$ cat src/rtl/scbank_pkg.sv
package scbank_pkg;
  localparam int DW = 32;
  localparam int AW = 6;

  typedef enum logic [3:0] {
    RG_CMD  = 4'd0,
    RG_MODE = 4'd1,
    RG_CSET = 4'd2,
    RG_CCLR = 4'd3,
    RG_CRD  = 4'd4,
    RG_EVT  = 4'd5,
    RG_MSET = 4'd6,
    RG_MCLR = 4'd7,
    RG_MRD  = 4'd8
  } reg_e;

  // word index: byte lanes dropped
  function automatic logic [3:0] word_idx(input logic [AW-1:0] a);
    return a[AW-1:2];
  endfunction

  // next value of a set/clear bit vector; clear has priority
  function automatic logic [DW-1:0] sc_next(input logic [DW-1:0] q,
                                            input logic [DW-1:0] s,
                                            input logic [DW-1:0] c);
    return (q | s) & ~c;
  endfunction
endpackage

$ cat src/rtl/scbank_screg.sv
module scbank_screg #(
  parameter int W = 16
) (
  input  logic         clk,
  input  logic         rst_n,
  input  logic [W-1:0] set_i,
  input  logic [W-1:0] clr_i,
  output logic [W-1:0] q_o
);
  import scbank_pkg::*;

  logic [DW-1:0] nxt;

  always_comb begin
    nxt = sc_next(DW'(q_o), DW'(set_i), DW'(clr_i));
  end

  always_ff @(posedge clk or negedge rst_n) begin
    if (!rst_n) q_o <= '0;
    else        q_o <= nxt[W-1:0];
  end
endmodule

$ cat src/rtl/scbank_pulse.sv
module scbank_pulse #(
  parameter int W = 16
) (
  input  logic         clk,
  input  logic         rst_n,
  input  logic         fire_i,
  input  logic [W-1:0] bits_i,
  output logic [W-1:0] pulse_o
);
  always_ff @(posedge clk or negedge rst_n) begin
    if (!rst_n)      pulse_o <= '0;
    else if (fire_i) pulse_o <= bits_i;
    else             pulse_o <= '0;
  end
endmodule

$ cat src/rtl/scbank_irq.sv
module scbank_irq #(
  parameter int W = 16
) (
  input  logic [W-1:0] evt_i,
  input  logic [W-1:0] mask_i,
  output logic         irq_o
);
  logic [W-1:0] gated;

  for (genvar i = 0; i < W; i++) begin : g_gate
    assign gated[i] = evt_i[i] & mask_i[i];
  end

  assign irq_o = |gated;
endmodule

$ cat src/rtl/scbank_top.sv
module scbank_top #(
  parameter int NB = 16
) (
  input  logic          clk,
  input  logic          rst_n,
  input  logic [5:0]    bus_addr,
  input  logic          bus_we,
  input  logic [31:0]   bus_wdata,
  output logic [31:0]   bus_rdata,
  input  logic [NB-1:0] evt_i,
  input  logic [NB-1:0] ctrl_clr_i,
  output logic [NB-1:0] ctrl_o,
  output logic [NB-1:0] mode_o,
  output logic [NB-1:0] cmd_o,
  output logic          irq_o
);
  import scbank_pkg::*;

  localparam int PAD = DW - NB;

  logic [3:0]    widx;
  logic [NB-1:0] wbits;
  logic          wr_cmd, wr_mode, wr_cset, wr_cclr, wr_mset, wr_mclr;
  logic [NB-1:0] ctrl_set, ctrl_clr, mask_set, mask_clr;
  logic [NB-1:0] mask_q;

  assign widx  = word_idx(bus_addr);
  assign wbits = bus_wdata[NB-1:0];

  assign wr_cmd  = bus_we && (widx == RG_CMD);
  assign wr_mode = bus_we && (widx == RG_MODE);
  assign wr_cset = bus_we && (widx == RG_CSET);
  assign wr_cclr = bus_we && (widx == RG_CCLR);
  assign wr_mset = bus_we && (widx == RG_MSET);
  assign wr_mclr = bus_we && (widx == RG_MCLR);

  assign ctrl_set = wr_cset ? wbits : '0;
  assign ctrl_clr = (wr_cclr ? wbits : '0) | ctrl_clr_i;
  assign mask_set = wr_mset ? wbits : '0;
  assign mask_clr = wr_mclr ? wbits : '0;

  scbank_screg #(.W(NB)) u_ctrl (
    .clk(clk), .rst_n(rst_n), .set_i(ctrl_set), .clr_i(ctrl_clr), .q_o(ctrl_o)
  );

  scbank_screg #(.W(NB)) u_mask (
    .clk(clk), .rst_n(rst_n), .set_i(mask_set), .clr_i(mask_clr), .q_o(mask_q)
  );

  scbank_pulse #(.W(NB)) u_cmd (
    .clk(clk), .rst_n(rst_n), .fire_i(wr_cmd), .bits_i(wbits), .pulse_o(cmd_o)
  );

  scbank_irq #(.W(NB)) u_irq (
    .evt_i(evt_i), .mask_i(mask_q), .irq_o(irq_o)
  );

  always_ff @(posedge clk or negedge rst_n) begin
    if (!rst_n)       mode_o <= '0;
    else if (wr_mode) mode_o <= wbits;
  end

  logic [NB-1:0] rd_bits;

  always_comb begin
    unique case (widx)
      RG_MODE: rd_bits = mode_o;
      RG_CRD:  rd_bits = ctrl_o;
      RG_EVT:  rd_bits = evt_i;
      RG_MRD:  rd_bits = mask_q;
      default: rd_bits = '0;
    endcase
  end

  assign bus_rdata = {{PAD{1'b0}}, rd_bits};
endmodule

$ cat config.mk
export PLATFORM = sky130hd
export DESIGN_NAME = scbank_top
export DESIGN_NICKNAME = d
export VERILOG_FILES = /design/src/rtl/scbank_pkg.sv /design/src/rtl/scbank_screg.sv /design/src/rtl/scbank_pulse.sv /design/src/rtl/scbank_irq.sv /design/src/rtl/scbank_top.sv
export SDC_FILE = /design/constraint.sdc
export NUM_CORES = 1
export LEC_CHECK = 0
export ABC_AREA = 0
export ABC_CLOCK_PERIOD_IN_PS = 1700
export BUFFER_PORTS_ARGS = -buffer_cell sky130_fd_sc_hd__buf_4
export CORE_UTILIZATION = 46
export DETAILED_ROUTE_END_ITERATION = 6
export GPL_ROUTABILITY_DRIVEN = 0
export PLACE_DENSITY = 0.8
export SYNTH_ARGS = -nofsm -noshare
export SYNTH_HDL_FRONTEND = slang
export SYNTH_SLANG_ARGS = --single-unit
$ cat constraint.sdc
create_clock -name clk -period 1.7 [get_ports clk]
set_input_delay 0.255 -clock clk [delete_from_list [all_inputs] [get_ports clk]]
set_output_delay 0.255 -clock clk [all_outputs]
set_load 0.01 [all_outputs]
==> impl_metrics.yaml <==
run_status:
  status: "finished, violations left"
  violations: "DRC, setup timing"
global_routing:
  overflow: 0
  grt_pass1_wl_um: 13770
  track_usage: 0.2590
  grt_pass1_vias: 2657
  grt_max_degree: 34
  antenna_found_initial: 0
clock_tree:
  worstSkewPairLatency_ns: 0.34
  cts_inserted_buffers: 9
  cts_tree: "yes"
  cts_root_buf: "clkbuf_8"
  cts_buffer_depth: 2
  clkTransAtPathRegs_ns: 0.07
  cts.sinks: 64
  htree_levels: 3
routing:
  via_per_inst: 5.683
  post_drt_wl_per_cell_um: 18.69
  routed_wl_um: 8839
  drt-pass1-iter-count: 7
  drtIter0Drc: 213
  drc_errors: 16
  via_count: 2688
  final_antenna_net_count: 0
die:
  rows: 29
  fp.dieH_um: 83.92
  fp.dieW_um: 83.92
  dieArea_um2: 7042
  initial_utilization: 0.4806
  core-area_um2: 6422
  pin_count: 154
timing:
  finalClockSkew_ns: 0
  slew_viol_final: 0
  worst_pin_slew_ns: 0.7190
  timing.hold.ws_ns: 0.04491
  setup_ws_ns: -0.03571
  slew_headroom: 0.5207
  fin_crit_ns: 1.736
  setup_violations: 1
  min_period_over_period: 1.021
  rsz0062_at_grt: "yes"
  fmax_mhz: 576.1
  hold_viol: 0
placement:
  portBuffers: 119
  dp_hpwl_um: 6448
  place_area_um2: 4058
  pre_cts_ws_ns: -0.07660
  post-place-cells: 456
final_layout:
  drive_gt1_frac: 0.4823
  syn_to_final_growth_pct: 38.22
  insertedDiodeCount: 0
  layout.nets: 464
  final_cell_area_um2: 4267
  fin_util: 0.6643
  stdcell_count: 473
worst_setup_path:
  cp-end-kind: "output pin"
  crit_fanout: 3
  reg2reg_from: "u_mask.q_o[1]$_DFF_PN0_"
  arrival_ns: 1.48
  crit_path_start_kind: "register"
  r2r_cells: 1
  cp-startpoint: "u_mask.q_o[9]$_DFF_PN0_"
  required_ns: 1.44
  worstSetupPathType: "reg2out"
logic_synthesis:
  synth_area_um2: 3087
  avgSynthCellArea_um2: 11.74
  synth-seq-cells: 64
  ys_top_cells_by_count: "64 x dfrtp_1, 32 x a22oi_1, 32 x nand2_1"
  synth_area_leaders: "dfrtp_1 52%, mux2_2 8.0%, a22oi_1 7.8%"
  yosys_most_used_dff: "dfrtp_1"
  synth-edff-count: 0
  yosys.area.top_type: "dfrtp_1"
  async_reset_ff_frac: 1.000
  ys_warn_count: 0
  synth_most_common_cell: "dfrtp_1"
  synth_cell_types: 25
  synth_top_cell_area_share: 0.5188
  seq_area_frac_synth: 0.5188
  syn-instance-count: 263
worst_hold_path:
  hp-start: "ctrl_clr_i[14]"
  whs_path_depth: 2
  min_path_type: "in2reg"
power_and_ir_drop:
  p_leak_nw: 2.138
  vdd_drop_max_mv: 0.4553
  power_density_nw_per_um2: 903.9
flow_run:
  maxCapViolations: 0
[power breakdown]
group	total, W	switching, W	internal (W)
combinational	0.000825	0.000351	0.000474
sequential	0.00188	0.000167	0.00171
clock	0.00116	0.000599	0.000557
total	0.00386	0.00112	0.00274
[stage by stage]
stage | total power [W] | setup TNS [ns]
after floorplan | 0.002263 | 0
after global placement | 0.002668 | -1.162
after detailed placement | 0.002700 | -1.538
after CTS | 0.003861 | -0.03332
after global routing | 0.004009 | -0.07503
final | 0.003857 | -0.03571
[critical path, stage by stage (launching register included)]
cell and delay [ns]:
dfrtp_1 0.40, a22o_1 0.22, a221oi_2 0.23, nand4_1 0.12
buf_4 0.17
[flip-flops by register name, indices dropped and copies added, names as in the netlist]
name           count
mode_o            16
u_cmd.pulse_o     16
u_ctrl.q_o        16
u_mask.q_o        16
[per-layer routing]
layer	wire, um	vias up	global-route usage
li1	-	1205	-
met1	3725	1316	0.3348
met2	4239	142	0.4158
met3	576	25	0.05045
met4	297	0	0.1301
met5	0	-	0
[cells by family (layout without fill, tap and decap cells)]
| family | count (synthesis) | count (layout) | share of synthesized area |
|---|---|---|---|
| AOI/OAI and AO/OA | 72 | 72 | 0.1719 |
| and+or+nand+nor | 59 | 59 | 0.1078 |
| muxes | 32 | 32 | 0.1289 |
| buffers and inverters | 35 | 153 | 0.07134 |
| other | 1 | 16 | 0.001215 |
| DFF | 64 | 64 | 0.5189 |
[cell usage in the layout, fill, tap and decap left out, drive strengths merged]
cell and instances:
clkinvlp 2, mux2 32, nand2 32, and2 17, a221oi 4, a31oi 16, clkinv 4, nor4b 3
a22o 4, or3 1, inv 1, dlygate4sd3 1, and4bb 2, nand4 1, a211oi 16, nor3 1
a22oi 32, clkbuf 10, dfrtp 64, or3b 1, buf 135, and4b 1, conb 16
[area by class of cell]
type,instances,area (um^2)
clock buffers,10,137.6
clock inverters,6,35.03
fillers,470,2156
inverters,1,3.754
multi-input cells,179,1353
flip-flops and latches,64,1602
well taps,77,96.34
repair buffers,136,1040
[repair_timing]
| action | CTS | global route |
|---|---|---|
| pin swaps | 1 | 0 |
| hold buffers | 1 | 0 |
| setup buffers | 0 | 0 |
| endpoints found under the hold margin | 31 | 0 |
| gates resized for setup | 4 | 1 |
| setup endpoints to repair | 6 | 3 |
[worst paths after layout]
| kind | endpoint | slack (ns) |
|---|---|---|
| hold / removal | u_ctrl.q_o[14]$_DFF_PN0_ | 0.04 |
| setup / recovery | irq_o | -0.04 |
| max in group asynchronous | u_ctrl.q_o[15]$_DFF_PN0_ | 0.78 |
| min in group asynchronous | u_cmd.pulse_o[1]$_DFF_PN0_ | 0.38 |
| setup reg to reg | u_mask.q_o[1]$_DFF_PN0_ | 0.88 |
| hold reg to reg | u_mask.q_o[14]$_DFF_PN0_ | 0.54 |
Power figures use the tool's default switching activity.
